`config.mk`:
```
export PLATFORM = sky130hd
export DESIGN_NAME = pmu_ovf_part
export DESIGN_NICKNAME = d
export VERILOG_FILES = /design/src/rtl/pmu_part_pkg.sv /design/src/rtl/pmu_range_dec.sv /design/src/rtl/pmu_cnt_gate.sv /design/src/rtl/pmu_irq_eval.sv /design/src/rtl/pmu_ovf_part.sv
export SDC_FILE = /design/constraint.sdc
export NUM_CORES = 1
export LEC_CHECK = 0
export BUFFER_PORTS_ARGS = -buffer_cell sky130_fd_sc_hd__buf_2
export CORE_MARGIN = 1.5
export CORE_UTILIZATION = 48
export CTS_CLUSTER_SIZE = 30
export DETAILED_ROUTE_END_ITERATION = 10
export GPL_ROUTABILITY_DRIVEN = 0
export HOLD_SLACK_MARGIN = 0.05
export PLACE_DENSITY = 0.89
export SYNTH_ARGS = -nofsm -noshare
export SYNTH_HDL_FRONTEND = slang
export SYNTH_HIERARCHICAL = 1
export SYNTH_SLANG_ARGS = --single-unit
```
`constraint.sdc`:
```
create_clock -name clk -period 3.3 [get_ports clk]
set_input_delay 0 -clock clk [delete_from_list [all_inputs] [get_ports clk]]
set_output_delay 0 -clock clk [all_outputs]
set_load 0.03 [all_outputs]
```
`src/rtl/pmu_part_pkg.sv`:
```
package pmu_part_pkg;

    // Which master enable governs a counter slot
    typedef enum logic [0:0] {
        GATE_GUEST = 1'b0,
        GATE_HYP   = 1'b1
    } range_sel_e;

endpackage

```
`src/rtl/pmu_range_dec.sv`:
```
module pmu_range_dec #(
    parameter  int EVT_SLOTS = 31,
    localparam int VEC_W     = EVT_SLOTS + 1,
    localparam int IDX_W     = $clog2(EVT_SLOTS + 1),
    localparam int CYC_IDX   = EVT_SLOTS
) (
    input  logic             nested_i,
    input  logic             hyp_ctx_i,
    input  logic [IDX_W-1:0] hpmn_i,
    input  logic [IDX_W-1:0] impl_n_i,
    output logic [VEC_W-1:0] resv_o,
    output logic [VEC_W-1:0] acc_o
);

    logic [VEC_W-1:0] impl;
    logic             split_ok;

    // An out-of-range boundary reserves nothing
    assign split_ok = nested_i && (hpmn_i <= impl_n_i);

    for (genvar g = 0; g < VEC_W; g++) begin : g_slot
        if (g == CYC_IDX) begin : g_cyc
            assign impl[g]   = 1'b1;
            assign resv_o[g] = 1'b0;
        end else begin : g_evt
            assign impl[g]   = (g < int'(impl_n_i));
            assign resv_o[g] = split_ok && (g >= int'(hpmn_i)) && (g < int'(impl_n_i));
        end
    end

    assign acc_o = (nested_i && !hyp_ctx_i) ? (impl & ~resv_o) : impl;

endmodule

```
`src/rtl/pmu_cnt_gate.sv`:
```
module pmu_cnt_gate
    import pmu_part_pkg::*;
#(
    parameter int VEC_W = 32
) (
    input  logic [VEC_W-1:0] cnt_en_i,
    input  logic [VEC_W-1:0] resv_i,
    input  logic             glb_en_i,
    input  logic             hyp_en_i,
    output logic [VEC_W-1:0] cnt_o
);

    for (genvar g = 0; g < VEC_W; g++) begin : g_bit
        range_sel_e sel;
        assign sel      = resv_i[g] ? GATE_HYP : GATE_GUEST;
        assign cnt_o[g] = cnt_en_i[g] && ((sel == GATE_HYP) ? hyp_en_i : glb_en_i);
    end

endmodule

```
`src/rtl/pmu_irq_eval.sv`:
```
module pmu_irq_eval #(
    parameter int VEC_W = 32
) (
    input  logic [VEC_W-1:0] ovf_i,
    input  logic [VEC_W-1:0] irq_en_i,
    input  logic [VEC_W-1:0] resv_i,
    input  logic             glb_en_i,
    input  logic             hyp_en_i,
    output logic             level_o
);

    logic [VEC_W-1:0] pend;
    logic [VEC_W-1:0] guest_keep;
    logic [VEC_W-1:0] hyp_keep;

    assign pend       = ovf_i & irq_en_i;
    assign guest_keep = glb_en_i ? {VEC_W{1'b1}} : resv_i;
    assign hyp_keep   = hyp_en_i ? {VEC_W{1'b1}} : ~resv_i;
    assign level_o    = |(pend & guest_keep & hyp_keep);

endmodule

```
`src/rtl/pmu_ovf_part.sv`:
```
module pmu_ovf_part #(
    parameter  int EVT_SLOTS = 31,
    localparam int VEC_W     = EVT_SLOTS + 1,
    localparam int IDX_W     = $clog2(EVT_SLOTS + 1),
    localparam int CYC_IDX   = EVT_SLOTS
) (
    input  logic             clk,
    input  logic             rst_n,
    input  logic             nested_i,
    input  logic             hyp_ctx_i,
    input  logic             glb_en_i,
    input  logic             hyp_en_i,
    input  logic [IDX_W-1:0] hpmn_i,
    input  logic [IDX_W-1:0] impl_n_i,
    input  logic [VEC_W-1:0] ovf_i,
    input  logic [VEC_W-1:0] irq_en_i,
    input  logic [VEC_W-1:0] cnt_en_i,
    output logic [VEC_W-1:0] resv_mask_o,
    output logic [VEC_W-1:0] acc_mask_o,
    output logic [VEC_W-1:0] cnt_mask_o,
    output logic             irq_o
);

    typedef struct packed {
        logic [VEC_W-1:0] resv;
        logic [VEC_W-1:0] acc;
        logic [VEC_W-1:0] cnt;
        logic             irq;
    } state_t;

    state_t st_d, st_q;

    logic [VEC_W-1:0] resv_c, acc_c, cnt_c;
    logic             level_c;

    pmu_range_dec #(.EVT_SLOTS(EVT_SLOTS)) u_dec (
        .nested_i (nested_i),
        .hyp_ctx_i(hyp_ctx_i),
        .hpmn_i   (hpmn_i),
        .impl_n_i (impl_n_i),
        .resv_o   (resv_c),
        .acc_o    (acc_c)
    );

    pmu_cnt_gate #(.VEC_W(VEC_W)) u_cnt (
        .cnt_en_i(cnt_en_i),
        .resv_i  (resv_c),
        .glb_en_i(glb_en_i),
        .hyp_en_i(hyp_en_i),
        .cnt_o   (cnt_c)
    );

    pmu_irq_eval #(.VEC_W(VEC_W)) u_irq (
        .ovf_i   (ovf_i),
        .irq_en_i(irq_en_i),
        .resv_i  (resv_c),
        .glb_en_i(glb_en_i),
        .hyp_en_i(hyp_en_i),
        .level_o (level_c)
    );

    always_comb begin
        st_d      = st_q;
        st_d.resv = resv_c;
        st_d.acc  = acc_c;
        st_d.cnt  = cnt_c;
        // level moves only when the computed state differs
        if (level_c != st_q.irq) begin
            st_d.irq = level_c;
        end
    end

    always_ff @(posedge clk) begin
        if (!rst_n) begin
            st_q <= '0;
        end else begin
            st_q <= st_d;
        end
    end

    assign resv_mask_o = st_q.resv;
    assign acc_mask_o  = st_q.acc;
    assign cnt_mask_o  = st_q.cnt;
    assign irq_o       = st_q.irq;

    // ---------------- checks ----------------
    logic [1:0] arm_q;
    always_ff @(posedge clk) begin
        if (!rst_n) arm_q <= 2'b00;
        else        arm_q <= {arm_q[0], 1'b1};
    end

    logic [2*IDX_W+3*VEC_W+3:0] in_bus;
    assign in_bus = {nested_i, glb_en_i, hyp_en_i, hyp_ctx_i, hpmn_i, impl_n_i,
                     ovf_i, irq_en_i, cnt_en_i};

    p_resv_off_r2: assert property (@(posedge clk) disable iff (!rst_n)
        (arm_q[0] && !$past(nested_i)) |-> (resv_mask_o == '0));

    p_resv_big_r4: assert property (@(posedge clk) disable iff (!rst_n)
        (arm_q[0] && ($past(hpmn_i) > $past(impl_n_i))) |-> (resv_mask_o == '0));

    p_cyc_guest_r5: assert property (@(posedge clk) disable iff (!rst_n)
        arm_q[0] |-> (!resv_mask_o[CYC_IDX] && acc_mask_o[CYC_IDX]));

    p_acc_split_r6: assert property (@(posedge clk) disable iff (!rst_n)
        (arm_q[0] && !$past(hyp_ctx_i)) |-> ((acc_mask_o & resv_mask_o) == '0));

    p_irq_pair_r7: assert property (@(posedge clk) disable iff (!rst_n)
        (arm_q[0] && irq_o) |-> (($past(ovf_i) & $past(irq_en_i)) != '0));

    p_irq_guest_off_r8: assert property (@(posedge clk) disable iff (!rst_n)
        (arm_q[0] && irq_o && !$past(glb_en_i))
            |-> (($past(ovf_i) & $past(irq_en_i) & resv_mask_o) != '0));

    p_irq_hyp_off_r8: assert property (@(posedge clk) disable iff (!rst_n)
        (arm_q[0] && irq_o && !$past(hyp_en_i))
            |-> (($past(ovf_i) & $past(irq_en_i) & ~resv_mask_o) != '0));

    p_cnt_subset_r9: assert property (@(posedge clk) disable iff (!rst_n)
        arm_q[0] |-> ((cnt_mask_o & ~$past(cnt_en_i)) == '0));

    p_hold_r10: assert property (@(posedge clk) disable iff (!rst_n)
        (arm_q[1] && ($past(in_bus) == $past(in_bus, 2))) |-> $stable(irq_o));

endmodule

```
==> qor.txt <==
P_int - 1750 uW
Post-route DRC - 0
Routed wire length - 15.8 mm
Asr flop ratio synth - 0%
Mapped Nets - 683
Net switching power - 835 uW
IO Count - 209
PwrDens - 391 nW/um2
Pin count of the biggest net entering global routing - 65
Fin nets - 913
First-pass GRT wire length - 24.1 mm
Synth Area in Simple Gates - 30.1%
Setup slack after layout - 626 ps
Reg area - 1940 um2
Worst Setup SP - impl_n_i[1]
ANT nets after route - 0
Setup Total Neg Slack - 0 ps
FF+latch count, synth - 97
Post-synthesis sequential area ratio - 39.1%
Initial Util - 50.1%
Min Hold Slack - 67.5 ps
Fraction of the mapped netlist area in compound gates - 9.60%
Clock period minus worst slack - 2670 ps
Sinks on Clock Net - 97
Via count - 4936
Hold Path Origin - impl_n_i[4]
GR Overflow Total - 0
Vias per cell - 5.28
Netlist cell types - 39
CTS buffer count - 9
CORE AREA - 9910 um2
Mapped Area - 4970 um2
LEAKAGE - 0.00307 uW
Max-slew headroom - 29.9%
Worst setup SP type - primary input
Slew @ Worst Pin - 1050 ps
Cells after synthesis - 566
Worst Path Arrival - 2940 ps
XOR/XNOR Fraction of Synth Area - 0%
Setup Buffers After CTS - 0
Comb pwr share - 23.4%
Maximum clock path buffer count - 2
H-tree Lvls - 3
Dpl hpwl - 11.4 mm
Clock Power Share - 28.9%
Synthesized area per cell - 8.78 um2
Synth Flop Type - dfxtp_1
Fin. max-slew vios - 0
Hold crit path type - primary input to register
Largest family of logic cells by synthesized area - simple AND/OR/NAND/NOR gates
Worst-path maximum fanout - 31
DR iter-0 viols - 338
Antenna diodes - 0
CP Cell Sequence - buf_2 -> inv_1 -> ha_1 -> nor2b_1 -> o31ai_1 -> a22oi_1 -> buf_12 -> nor4b_1 -> buf_4 -> mux2i_1 -> o22ai_1 -> nor4_1 -> nand4_1 -> and2_1
Sequential Power Share - 47.7%
Setup WS pre-CTS - 293 ps
Max Cap Viol - 0
Die Ht - 105 um
Worst path slowest cell - nor4_1
Cell Rows - 36
Post-Synth Adder-Cell Area - 1.26%
Layout cell share with drive strength beyond 1 - 32.3%
WL per Instance - 16.9 um
CP peak stage delay - 400 ps
Root buffer cell - clkbuf_8
Sw Ratio - 32.3%
Status - completed
Filler cells - 827
Max Clock Freq - 0.374 GHz
CTS tree - done
Fin crit share - 81.0%
RSZ-0062 raised after global routing - no
GRT Util Overall - 28.2%
Final setup vio count - 0
Mux contribution to synthesized area - 13.1%
CP required - 3560 ps
Multi-input gate area - 2700 um2
Final hold vios - 0
Initial antenna violation count - 0
Die width - 105 um
Area grow syn2layout - 33.0%
Clock Pin Slew Worst Setup and Hold Paths - 100 ps
EDFF count, synth - 0
Post_cts resized - 0
Kind of end point of the critical path - register
Max rail drop VDD - 0.199 mV
Die area - 11000 um2
Hold-fix buffers, CTS - 32
Port bufs - 208
Crit Path Class - primary input to register
Number of global-route vias before repair - 4676
Pre-Repair DR Iteration Count - 7
Syn. warnings - 6
## synth_stat cells (2+ instances only)
master	n	share of area (%)
dfxtp_1	97	39
a21boi_0	2	0.30
and4_1	2	0.35
buf_4	6	0.91
or2_2	3	0.38
a21o_1	2	0.30
nor4b_1	20	3.5
nor2_1	15	1.1
nor2b_1	33	4.2
nand2_1	54	4.1
buf_2	11	1.1
and2_1	101	13
clkbuf_1	22	1.7
buf_6	10	2.3
nor3_1	6	0.60
nor4_1	9	1.1
o211a_1	2	0.40
conb_1	2	0.15
inv_1	9	0.68
a31oi_1	6	0.76
o22ai_1	16	2.0
ha_1	5	1.3
o31ai_1	2	0.30
mux2i_1	63	13
or3_1	5	0.63
nand3_1	3	0.30
a21oi_1	37	3.7
o21ai_0	11	1.1
and3_1	2	0.25
## flip-flops by register name, summed over array words and instances, names as in the netlist
| register | count |
|---|---|
| resv_mask_o | 32 |
| acc_mask_o | 32 |
| irq_o | 1 |
| cnt_mask_o | 32 |
## kinds of logic after synthesis
kind of cell / Yosys count
simple gates: 258
mux: 64
buf+inv: 58
other cells: 2
compound gates: 82
fa+ha+maj: 5
flops: 97
## final cells by class
cell class | count | share of cell area [%]
Inverter | 9 | 0.511
Tap cell | 133 | 2.52
Timing Repair Buffer | 268 | 24.0
Multi-Input combinational cell | 411 | 40.8
Clock buffer | 9 | 1.88
Clock inverter | 7 | 0.909
Sequential cell | 97 | 29.4
## power groups by stage
stage          clock [uW]  sequential [uW]  combinational, uW
2_1_floorplan           0             1360                272
3_3_place_gp            0             1260                555
3_5_place_dp            0             1260                562
4_1_cts               745             1230                593
5_1_grt               800             1240                645
6_report              746             1230                604
## per-stage QoR
| stage | cells | utilization (%) | power, uW | cell area [um2] |
|---|---|---|---|---|
| after floorplan | 566 | - | 1630 | 4970 |
| after global placement | 886 | 61.6 | 1810 | 6100 |
| after detailed placement | 886 | 61.6 | 1820 | 6100 |
| after CTS | 934 | 66.7 | 2570 | 6610 |
| after global routing | 934 | 66.7 | 2680 | 6610 |
| final | 934 | 66.7 | 2580 | 6610 |
## critical path: cells and delay by family
family | cells | cell delay [ps]
AND/OR/NAND/NOR | 5 | 1130
buffers and inverters | 4 | 680
AO/OA/AOI/OAI | 3 | 570
adder cells (fa/ha/maj) | 1 | 290
multiplexers | 1 | 250
## metal layers
layer	vias to the layer above	global-route usage [%]	routed length, um
li1	2385	-	-
met1	2195	35.8	6490
met2	305	46.1	7440
met3	51	5.43	1320
met4	0	12.8	553
met5	-	0	0
## final timing paths
kind / end / slack (ps) / cells past startpoint
worst max-delay path: irq_o / 630 / 14
worst min-delay path: acc_mask_o[15] / 70 / 4
## cell usage in the layout, fill, tap and decap left out, types with 5 or more instances in the layout
master / n
nor2b_1: 33
dlygate4sd3_1: 32
a21oi_1: 37
o21ai_0: 11
mux2i_1: 63
buf_4: 27
nand2_1: 54
or3_1: 5
ha_1: 5
nor4b_1: 20
nor4_1: 9
dfxtp_1: 97
nor2_1: 15
inv_1: 9
buf_2: 208
clkbuf_8: 9
nor3_1: 6
a31oi_1: 6
o22ai_1: 16
and2_1: 101
(Power assumes the default switching activity.)
